===== config.mk =====
export PLATFORM = sky130hd
export DESIGN_NAME = pll_cfg_seq
export DESIGN_NICKNAME = d
export VERILOG_FILES = /design/src/rtl/pll_cfg_seq.sv
export SDC_FILE = /design/constraint.sdc
export NUM_CORES = 1
export LEC_CHECK = 0
export BUFFER_PORTS_ARGS = -buffer_cell sky130_fd_sc_hd__buf_2
export CORE_ASPECT_RATIO = 0.75
export CORE_MARGIN = 3
export CORE_UTILIZATION = 44
export DETAILED_ROUTE_END_ITERATION = 6
export PLACE_DENSITY = 0.76
export SYNTH_ARGS = -nofsm -noshare
export SYNTH_HDL_FRONTEND = slang
export SYNTH_SLANG_ARGS = --single-unit
export TNS_END_PERCENT = 50

===== constraint.sdc =====
create_clock -name clk -period 1.7 [get_ports clk]
set_input_delay 0.34 -clock clk [delete_from_list [all_inputs] [get_ports clk]]
set_output_delay 0.34 -clock clk [all_outputs]
set_load 0.05 [all_outputs]

===== src/rtl/pll_cfg_seq.sv =====
module pll_cfg_seq #(
  parameter int HOLD_CYCLES = 200000,
  parameter int MULT_W      = 5,
  parameter int DATA_W      = 32
) (
  input  logic              clk,
  input  logic              rst_n,
  input  logic [MULT_W-1:0] strap,
  input  logic              cfg_we,
  input  logic [DATA_W-1:0] cfg_wdata,
  output logic [DATA_W-1:0] cfg_rdata,
  output logic [MULT_W-1:0] pll_mult,
  output logic [1:0]        pll_div_sel,
  output logic [1:0]        pll_cp,
  output logic              pll_bypass,
  output logic              sys_rst
);
  localparam int CNT_W = $clog2(HOLD_CYCLES + 1);
  localparam logic [CNT_W-1:0] HOLD_LAST = CNT_W'(HOLD_CYCLES - 1);

  logic [MULT_W-1:0] mult_q;
  logic [1:0]        cp_q, div_q;
  logic              byp_q;
  logic [MULT_W-1:0] stat_q;
  logic [CNT_W-1:0]  cnt_q;
  logic              commit;

  assign commit = cfg_we && cfg_wdata[15] && !sys_rst;

  always_ff @(posedge clk or negedge rst_n)
    if (!rst_n) begin
      mult_q <= MULT_W'(5'h1A);
      cp_q   <= 2'b11;
      div_q  <= 2'b00;
      byp_q  <= 1'b0;
    end else if (cfg_we) begin
      mult_q <= cfg_wdata[4:0];
      cp_q   <= cfg_wdata[6:5];
      div_q  <= cfg_wdata[8:7];
      byp_q  <= cfg_wdata[9];
    end

  always_ff @(posedge clk)
    if (!rst_n)      stat_q <= strap;
    else if (commit) stat_q <= cfg_wdata[4:0];

  always_ff @(posedge clk or negedge rst_n)
    if (!rst_n) begin
      pll_div_sel <= 2'b00;
      pll_cp      <= 2'b11;
      pll_bypass  <= 1'b0;
    end else if (commit) begin
      pll_div_sel <= cfg_wdata[8:7];
      pll_cp      <= cfg_wdata[6:5];
      pll_bypass  <= cfg_wdata[9];
    end

  always_ff @(posedge clk or negedge rst_n)
    if (!rst_n) begin
      sys_rst <= 1'b0;
      cnt_q   <= '0;
    end else if (commit) begin
      sys_rst <= 1'b1;
      cnt_q   <= cfg_wdata[9] ? '0 : HOLD_LAST;
    end else if (sys_rst) begin
      if (cnt_q == '0) sys_rst <= 1'b0;
      else             cnt_q   <= cnt_q - 1'b1;
    end

  assign pll_mult  = stat_q;
  assign cfg_rdata = {11'b0, stat_q, 6'b0, byp_q, div_q, cp_q, mult_q};
endmodule


==> impl_results.html, run 1 <==
<table>
<tr><th>Metric</th><th>Value</th></tr>
<tr><th colspan="2">Status</th></tr>
<tr><td>Outcome</td><td>finished, violations left</td></tr>
<tr><td>Violations in the final reports</td><td>negative setup slack</td></tr>
<tr><th colspan="2">Logic synthesis</th></tr>
<tr><td>Post-synth top area cell</td><td>dfrtp_1</td></tr>
<tr><td>Area of the mapped netlist</td><td>2150 µm²</td></tr>
<tr><td>EDFF count, synth</td><td>5</td></tr>
<tr><td>Seq cells post-synth</td><td>39</td></tr>
<tr><td>Async set-or-reset flop fraction in the synthesized netlist</td><td>87.2%</td></tr>
<tr><td>Number of unique standard cell types used by synthesis</td><td>48</td></tr>
<tr><td>Synth top area share</td><td>31.4%</td></tr>
<tr><td>Seq/Total Area, Yosys</td><td>46.9%</td></tr>
<tr><td>Main flop type after synthesis</td><td>dfrtp_1</td></tr>
<tr><td>Synth warn</td><td>0</td></tr>
<tr><td>Cell count after synthesis</td><td>202</td></tr>
<tr><td>Average cell area after synthesis</td><td>10.6 µm²</td></tr>
<tr><td>Main area contributors after synthesis</td><td>dfrtp_1, dfstp_2, buf_4, mux2_2, edfxtp_1</td></tr>
<tr><th colspan="2">Routing</th></tr>
<tr><td>Detail Route Antenna Nets</td><td>0</td></tr>
<tr><td>Via count</td><td>1837</td></tr>
<tr><td>Initial detailed-routing violation count</td><td>102</td></tr>
<tr><td>Via-per-instance ratio</td><td>5.40</td></tr>
<tr><td>Total wire length after detailed routing</td><td>5610 µm</td></tr>
<tr><td>DRC violations left</td><td>0</td></tr>
<tr><td>Wire length per cell</td><td>16.5 µm</td></tr>
<tr><td>First-pass DRT Iterations</td><td>4</td></tr>
<tr><th colspan="2">GRT</th></tr>
<tr><td>Maximum number of pins on one net before global-route repair</td><td>21</td></tr>
<tr><td>Wire length of the first global-routing pass</td><td>8590 µm</td></tr>
<tr><td>Via count of the first global-routing pass</td><td>1841</td></tr>
<tr><td>Antenna violations before repair</td><td>0</td></tr>
<tr><td>Sum of overflow across all layers after global routing</td><td>0</td></tr>
<tr><td>Total routing resource utilization after global routing</td><td>19.6%</td></tr>
<tr><th colspan="2">Worst setup path</th></tr>
<tr><td>Data arrival time at the worst-slack endpoint</td><td>2.09 ns</td></tr>
<tr><td>Worst-path maximum fanout</td><td>5</td></tr>
<tr><td>Critical path start-end classification</td><td>reg2reg</td></tr>
<tr><td>Sequence of cells on the critical path</td><td>nor4_4 &gt; nand4b_1 &gt; buf_4 &gt; buf_6 &gt; or4_1 &gt; o311ai_1</td></tr>
<tr><td>Endpoint type of the worst setup path</td><td>flop</td></tr>
<tr><td>CP max-delay cell</td><td>or4_1</td></tr>
<tr><td>Worst endpoint required time</td><td>1.89 ns</td></tr>
<tr><td>Maximum cell stage delay along the critical path</td><td>0.48 ns</td></tr>
<tr><td>Nature of the critical path startpoint</td><td>flop</td></tr>
<tr><th colspan="2">Die</th></tr>
<tr><td>I/O pin cnt</td><td>83</td></tr>
<tr><td>Row count</td><td>21</td></tr>
<tr><td>Placeable core area</td><td>4600 µm²</td></tr>
<tr><td>Die ar.</td><td>5770 µm²</td></tr>
<tr><td>Die width</td><td>86.7 µm</td></tr>
<tr><td>Effective utilization at floorplan</td><td>46.8%</td></tr>
<tr><td>Die Y-Extent</td><td>66.6 µm</td></tr>
<tr><th colspan="2">Finish</th></tr>
<tr><td>Final antenna diode count</td><td>0</td></tr>
<tr><td>Finished Layout Cells</td><td>340</td></tr>
<tr><td>Fraction of final layout cells with drive strength greater than 1</td><td>51.6%</td></tr>
<tr><td>Filler Cell Count</td><td>385</td></tr>
<tr><td>Synthesis-to-finish area growth</td><td>34.4%</td></tr>
<tr><td>Net total in the final layout</td><td>323</td></tr>
<tr><td>Most frequent cells in the layout</td><td>buf_2, buf_4, dfrtp_1, nand2_1, conb_1</td></tr>
<tr><td>Most common library cell in the layout ignoring fill and taps</td><td>buf_2</td></tr>
<tr><th colspan="2">STA</th></tr>
<tr><td>Final-report setup violation count</td><td>17</td></tr>
<tr><td>Worst slack on hold paths</td><td>0.220 ns</td></tr>
<tr><td>Final max-slew violation count</td><td>0</td></tr>
<tr><td>Post-layout worst setup margin</td><td>-0.196 ns</td></tr>
<tr><td>Peak Freq</td><td>527 MHz</td></tr>
<tr><td>Period utilisation layout</td><td>112%</td></tr>
<tr><td>Final critical path time including I/O delays and setup</td><td>1.90 ns</td></tr>
<tr><td>Total negative slack</td><td>-1.31 ns</td></tr>
<tr><td>Setup repair after global routing missed its margin</td><td>true</td></tr>
<tr><td>Setup skew after layout</td><td>0.0124 ns</td></tr>
<tr><td>Hold Violations, Final</td><td>0</td></tr>
<tr><th colspan="2">Placement</th></tr>
<tr><td>Port-buffer cells</td><td>44</td></tr>
<tr><td>RD Place Congestion</td><td>0.851</td></tr>
<tr><td>Cell count after placement</td><td>324</td></tr>
<tr><td>Detailed Place HPWL</td><td>3870 µm</td></tr>
<tr><th colspan="2">Clock tree</th></tr>
<tr><td>CTS Sinks</td><td>39</td></tr>
<tr><td>Number of buffers created by CTS</td><td>5</td></tr>
<tr><td>Skew-Pair Late Insertion Delay</td><td>0.31 ns</td></tr>
<tr><td>CTS H-tree depth</td><td>2</td></tr>
<tr><td>Clock Path Buffers</td><td>2</td></tr>
<tr><td>Clock transition at the registers of the reported paths</td><td>0.09 ns</td></tr>
<tr><td>CTS root buf</td><td>clkbuf_8</td></tr>
<tr><td>TritonCTS clock tree</td><td>done</td></tr>
<tr><th colspan="2">Flow run</th></tr>
<tr><td>Number of max-cap violations</td><td>0</td></tr>
<tr><th colspan="2">Hold path</th></tr>
<tr><td>Hold Path Class</td><td>in2reg</td></tr>
<tr><th colspan="2">Power and ir drop</th></tr>
<tr><td>Leak pwr</td><td>0.00131 µW</td></tr>
<tr><td>Worst IR Drop VDD</td><td>0.783 mV</td></tr>
<tr><td>Power density relative to cell area</td><td>1350 nW/µm²</td></tr>
</table>
[Yosys cell counts, drive strengths merged, types with 2 or more instances]
cell type	instances
a21oi	12
a311o	2
a31oi	4
buf	26
clkbuf	6
dfrtp	27
dfstp	7
edfxtp	5
inv	5
mux2	15
mux2i	4
nand2	21
nand2b	4
nand3	2
nand3b	2
nand4	3
nand4b	4
nor2	4
nor3	6
nor4	5
o21ai	6
o311ai	3
o41ai	4
or3	2
or4	5
or4b	2
[path summary, 6_finish.rpt]
kind | startpoint | to | slack, ns | cells after the start
worst max-delay path | cnt_q[6] | cnt_q[1] | -0.20 | 6
worst min-delay path | cfg_wdata[6] | pll_cp[1] | 0.22 | 3
worst max register to register | cnt_q[6] | cnt_q[1] | -0.20 | 6
worst min register to register | pll_cp[1] | pll_cp[1] | 0.47 | 2
max in group asynchronous | rst_n | pll_cp[0] | 0.59 | 3
min in group asynchronous | rst_n | pll_div_sel[1] | 0.48 | 2
[state kept, by name, summed over array words and instances (netlist names)]
register     flops
byp_q            1
cnt_q           18
cp_q             2
div_q            2
mult_q           5
pll_bypass       1
pll_cp           2
pll_div_sel      2
pll_mult         5
sys_rst          1
[metrics by stage]
stage                     power, µW  utilization [%]  area (µm²)  setup slack, ns
after floorplan                2300                -        2230           -0.134
after global placement         2780             56.2        2590           -0.191
after detailed placement       2830             56.2        2590           -0.261
after CTS                      3770             61.0        2800           -0.144
after global routing           4090             62.9        2890           -0.241
final                          3890             62.9        2890           -0.196
[what timing repair did]
item                       in CTS  in global routing
setup endpoints to repair      19                 19
setup buffers                   4                  3
hold endpoints to repair        6                  0
cloned                          0                  0
hold buffers                    1                  0
gates resized for setup        14                 16
pin swaps                      13                 10
[worst max-delay path: cells and delay by family, from the launching register on]
| family | cells | cell delay [ns] |
|---|---|---|
| simple gates | 3 | 0.95 |
| buf+inv | 2 | 0.31 |
| compound gates | 1 | 0.10 |
| flops | 1 | 0.43 |
[kinds of logic after synthesis]
family	synth area share [%]
flip-flops	46.9
AND/OR/NAND/NOR	20.5
AO/OA/AOI/OAI	11.4
other	0.174
adder cells (fa/ha/maj)	0.582
buffers and inverters	10.7
multiplexers	9.71
[metal layers]
metal	track usage (%)	share of wire, %
met3	5.19	6.2
met1	25.6	44
met4	7.98	2.2
met2	30.8	47
met5	0	0
[layout make-up]
class / count / area [µm²] / area share, %
Clock buffer: 5 / 68.8 / 2.38
Clock inverter: 3 / 43.8 / 1.51
Inverter: 5 / 18.8 / 0.649
Multi-Input combinational cell: 142 / 1110 / 38.4
Sequential cell: 39 / 1010 / 35.0
Tap cell: 57 / 71.3 / 2.47
Timing Repair Buffer: 89 / 568 / 19.6
[where the power goes]
| group | switching, µW | leakage, µW | total (µW) | internal (µW) |
|---|---|---|---|---|
| combinational | 938 | 0.000810 | 1680 | 744 |
| clock | 365 | 0.0000581 | 802 | 437 |
| sequential | 231 | 0.000441 | 1410 | 1180 |
Power figures use the tool's default switching activity.
==> inputs of run 2 (changes only) <==
--- a/config.mk
+++ b/config.mk
@@ -7,7 +7,6 @@
 export LEC_CHECK = 0
 export BUFFER_PORTS_ARGS = -buffer_cell sky130_fd_sc_hd__buf_2
 export CORE_ASPECT_RATIO = 0.75
-export CORE_MARGIN = 3
 export CORE_UTILIZATION = 44
 export DETAILED_ROUTE_END_ITERATION = 6
 export PLACE_DENSITY = 0.76
==> run 2 against run 1 <==
- the run still ends with negative setup slack left
- critical endpoint unchanged
- first-iteration DRC count rose by 16%
- combinational power rose by 5%
- largest cell class unchanged
- non-clock buffer count fell by 3
==> impl_results.html, run 2 (synthesis gave the netlist of run 1 again) <==
<table>
<tr><th>Metric</th><th>Value</th></tr>
<tr><th colspan="2">Finish</th></tr>
<tr><td>Area used by sequential logic in the layout</td><td>1010 µm²</td></tr>
<tr><td>Fraction of final layout cells with drive strength greater than 1</td><td>53.2%</td></tr>
<tr><td>Final antenna diode count</td><td>0</td></tr>
<tr><td>Synthesis-to-finish area growth</td><td>36.0%</td></tr>
<tr><td>Filler Cell Count</td><td>364</td></tr>
<tr><td>Most common library cell in the layout ignoring fill and taps</td><td>buf_2</td></tr>
<tr><td>Net total in the final layout</td><td>320</td></tr>
<tr><td>Register containing the most flip-flops in the final layout</td><td>cnt_q</td></tr>
<tr><td>Footprint of the multi-input gates</td><td>1140 µm²</td></tr>
<tr><td>Flip-flop count of the largest register after layout</td><td>18</td></tr>
<tr><td>Most frequent cells in the layout</td><td>buf_2, buf_4, dfrtp_1, nand2_1, conb_1</td></tr>
<tr><th colspan="2">Placement</th></tr>
<tr><td>Worst setup timing slack at the placement stage</td><td>-0.222 ns</td></tr>
<tr><td>Detailed Place HPWL</td><td>3900 µm</td></tr>
<tr><td>Port-buffer cells</td><td>44</td></tr>
<tr><td>RD Place Congestion</td><td>0.865</td></tr>
<tr><th colspan="2">Routing</th></tr>
<tr><td>Total wire length after detailed routing</td><td>5520 µm</td></tr>
<tr><td>First-pass DRT Iterations</td><td>4</td></tr>
<tr><td>Via-per-instance ratio</td><td>5.60</td></tr>
<tr><td>DRC violations left</td><td>0</td></tr>
<tr><td>Via count</td><td>1887</td></tr>
<tr><td>Wire length per cell</td><td>16.4 µm</td></tr>
<tr><td>Initial detailed-routing violation count</td><td>118</td></tr>
<tr><td>Detail Route Antenna Nets</td><td>0</td></tr>
<tr><th colspan="2">Die</th></tr>
<tr><td>I/O pin cnt</td><td>83</td></tr>
<tr><td>Die ar.</td><td>5170 µm²</td></tr>
<tr><td>Die width</td><td>82.7 µm</td></tr>
<tr><td>Placeable core area</td><td>4570 µm²</td></tr>
<tr><td>Die Y-Extent</td><td>62.6 µm</td></tr>
<tr><td>Row count</td><td>21</td></tr>
<tr><td>Effective utilization at floorplan</td><td>47.0%</td></tr>
<tr><th colspan="2">Hold path</th></tr>
<tr><td>Hold Path Class</td><td>in2reg</td></tr>
<tr><td>Hold Path Depth</td><td>3</td></tr>
<tr><td>Worst Hold Launch</td><td>cfg_wdata[5]</td></tr>
<tr><td>WHS Endpoint</td><td>pll_cp[0]</td></tr>
<tr><th colspan="2">Clock tree</th></tr>
<tr><td>Number of buffers created by CTS</td><td>5</td></tr>
<tr><td>CTS root buf</td><td>clkbuf_8</td></tr>
<tr><td>CTS Sinks</td><td>39</td></tr>
<tr><td>Clock Path Buffers</td><td>2</td></tr>
<tr><td>Skew-Pair Late Insertion Delay</td><td>0.29 ns</td></tr>
<tr><td>TritonCTS clock tree</td><td>done</td></tr>
<tr><td>Clock transition at the registers of the reported paths</td><td>0.07 ns</td></tr>
<tr><td>CTS H-tree depth</td><td>2</td></tr>
<tr><th colspan="2">GRT</th></tr>
<tr><td>Wire length of the first global-routing pass</td><td>9280 µm</td></tr>
<tr><td>Sum of overflow across all layers after global routing</td><td>0</td></tr>
<tr><td>Maximum number of pins on one net before global-route repair</td><td>22</td></tr>
<tr><td>Via count of the first global-routing pass</td><td>1895</td></tr>
<tr><td>Total routing resource utilization after global routing</td><td>23.6%</td></tr>
<tr><td>Antenna violations before repair</td><td>0</td></tr>
<tr><th colspan="2">STA</th></tr>
<tr><td>Final max-slew violation count</td><td>0</td></tr>
<tr><td>Post-layout worst setup margin</td><td>-0.212 ns</td></tr>
<tr><td>Hold Violations, Final</td><td>0</td></tr>
<tr><td>Setup skew after layout</td><td>0.00279 ns</td></tr>
<tr><td>Final-report setup violation count</td><td>16</td></tr>
<tr><td>Final critical path time including I/O delays and setup</td><td>1.91 ns</td></tr>
<tr><td>Setup repair after global routing missed its margin</td><td>true</td></tr>
<tr><td>Total negative slack</td><td>-1.66 ns</td></tr>
<tr><td>Peak Freq</td><td>523 MHz</td></tr>
<tr><td>Period utilisation layout</td><td>112%</td></tr>
<tr><th colspan="2">Worst setup path</th></tr>
<tr><td>Worst-path maximum fanout</td><td>5</td></tr>
<tr><td>R2R Path Start</td><td>cnt_q[1]</td></tr>
<tr><td>Reg2reg setup slack</td><td>-0.21 ns</td></tr>
<tr><td>Worst endpoint required time</td><td>1.90 ns</td></tr>
<tr><td>Maximum cell stage delay along the critical path</td><td>0.52 ns</td></tr>
<tr><td>Sequence of cells on the critical path</td><td>inv_2 &gt; ha_4 &gt; or3b_4 &gt; nand2b_4 &gt; or4_4 &gt; o311ai_4</td></tr>
<tr><td>Critical path start-end classification</td><td>reg2reg</td></tr>
<tr><td>Worst-case reg-to-reg path depth</td><td>6</td></tr>
<tr><td>Nature of the critical path startpoint</td><td>flop</td></tr>
<tr><td>Endpoint type of the worst setup path</td><td>flop</td></tr>
<tr><td>Reg-to-reg critical path endpoint</td><td>cnt_q[1]</td></tr>
<tr><td>Data arrival time at the worst-slack endpoint</td><td>2.11 ns</td></tr>
<tr><td>CP max-delay cell</td><td>or4_4</td></tr>
<tr><th colspan="2">Power and ir drop</th></tr>
<tr><td>Power density relative to cell area</td><td>1360 nW/µm²</td></tr>
<tr><td>Combinational fraction of design power</td><td>44.3%</td></tr>
<tr><td>P_int</td><td>2470 µW</td></tr>
<tr><td>Worst IR Drop VDD</td><td>0.854 mV</td></tr>
<tr><td>Portion of total power attributed to the clock network</td><td>20.0%</td></tr>
<tr><td>Switching portion of total power</td><td>38.2%</td></tr>
<tr><td>Sequential cell fraction of total power</td><td>35.6%</td></tr>
<tr><td>Leak pwr</td><td>0.00130 µW</td></tr>
<tr><td>Net Switching</td><td>1520 µW</td></tr>
<tr><th colspan="2">Status</th></tr>
<tr><td>Outcome</td><td>finished, violations left</td></tr>
<tr><td>Violations in the final reports</td><td>negative setup slack</td></tr>
<tr><th colspan="2">Flow run</th></tr>
<tr><td>Number of max-cap violations</td><td>0</td></tr>
</table>
run 2: worst max-delay path by stage:
stage                     startpoint       end  cells after the start
after floorplan             cnt_q[0]  cnt_q[1]                      6
after global placement      cnt_q[1]  cnt_q[1]                      6
after detailed placement    cnt_q[1]  cnt_q[6]                      7
after CTS                   cnt_q[1]  cnt_q[1]                      6
after global routing        cnt_q[1]  cnt_q[1]                      6
final                       cnt_q[1]  cnt_q[1]                      6
run 2: layer usage:
metal	GRT usage, %	wire, µm	vias up
li1	-	-	864
met1	33.2	2390	929
met2	37.3	2710	86
met3	3.50	362	8
met4	6.68	70	0
met5	0	0	-
run 2: critical path, delay by kind of cell, from the launching register on:
family          cells  cell delay, ns
simple gates        3            1.11
flops               1            0.40
fa+ha+maj           1            0.14
buf+inv             1            0.09
compound gates      1            0.08
run 2: stage by stage:
| step | cells | utilization [%] | area, µm² | hold slack, ns | total power [µW] |
|---|---|---|---|---|---|
| CTS | 336 | 62.6 | 2860 | 0.239 | 3830 |
| floorplan | 218 | - | 2230 | 0.0444 | 2300 |
| global route | 337 | 64.0 | 2920 | 0.263 | 4190 |
| global placement | 320 | 56.2 | 2570 | 0.284 | 2750 |
| finish | 337 | 64.0 | 2920 | 0.244 | 3990 |
| detailed placement | 320 | 56.2 | 2570 | 0.288 | 2810 |
run 2: repair_timing:
action,4_1_cts,5_1_grt
hold buffers,1,0
resized for setup,24,13
endpoints found under the setup margin,19,19
buffers inserted,8,1
endpoints found under the hold margin,7,0
pin swaps,20,4
run 2: area by class of cell:
| cell class | instances | area share [%] |
|---|---|---|
| multi-input combinational | 142 | 39.2 |
| clock inverter | 2 | 1.20 |
| tap | 57 | 2.44 |
| sequential | 39 | 34.7 |
| clock buffer | 6 | 2.82 |
| inverter | 5 | 0.642 |
| timing repair buffer | 86 | 19.1 |
run 2: power by group through the flow:
stage | Sequential, µW | Combinational (µW) | Clock, µW
floorplan | 1600 | 695 | 0
global placement | 1390 | 1360 | 0
detailed placement | 1400 | 1410 | 0
CTS | 1410 | 1610 | 812
global route | 1450 | 1890 | 852
finish | 1420 | 1770 | 799
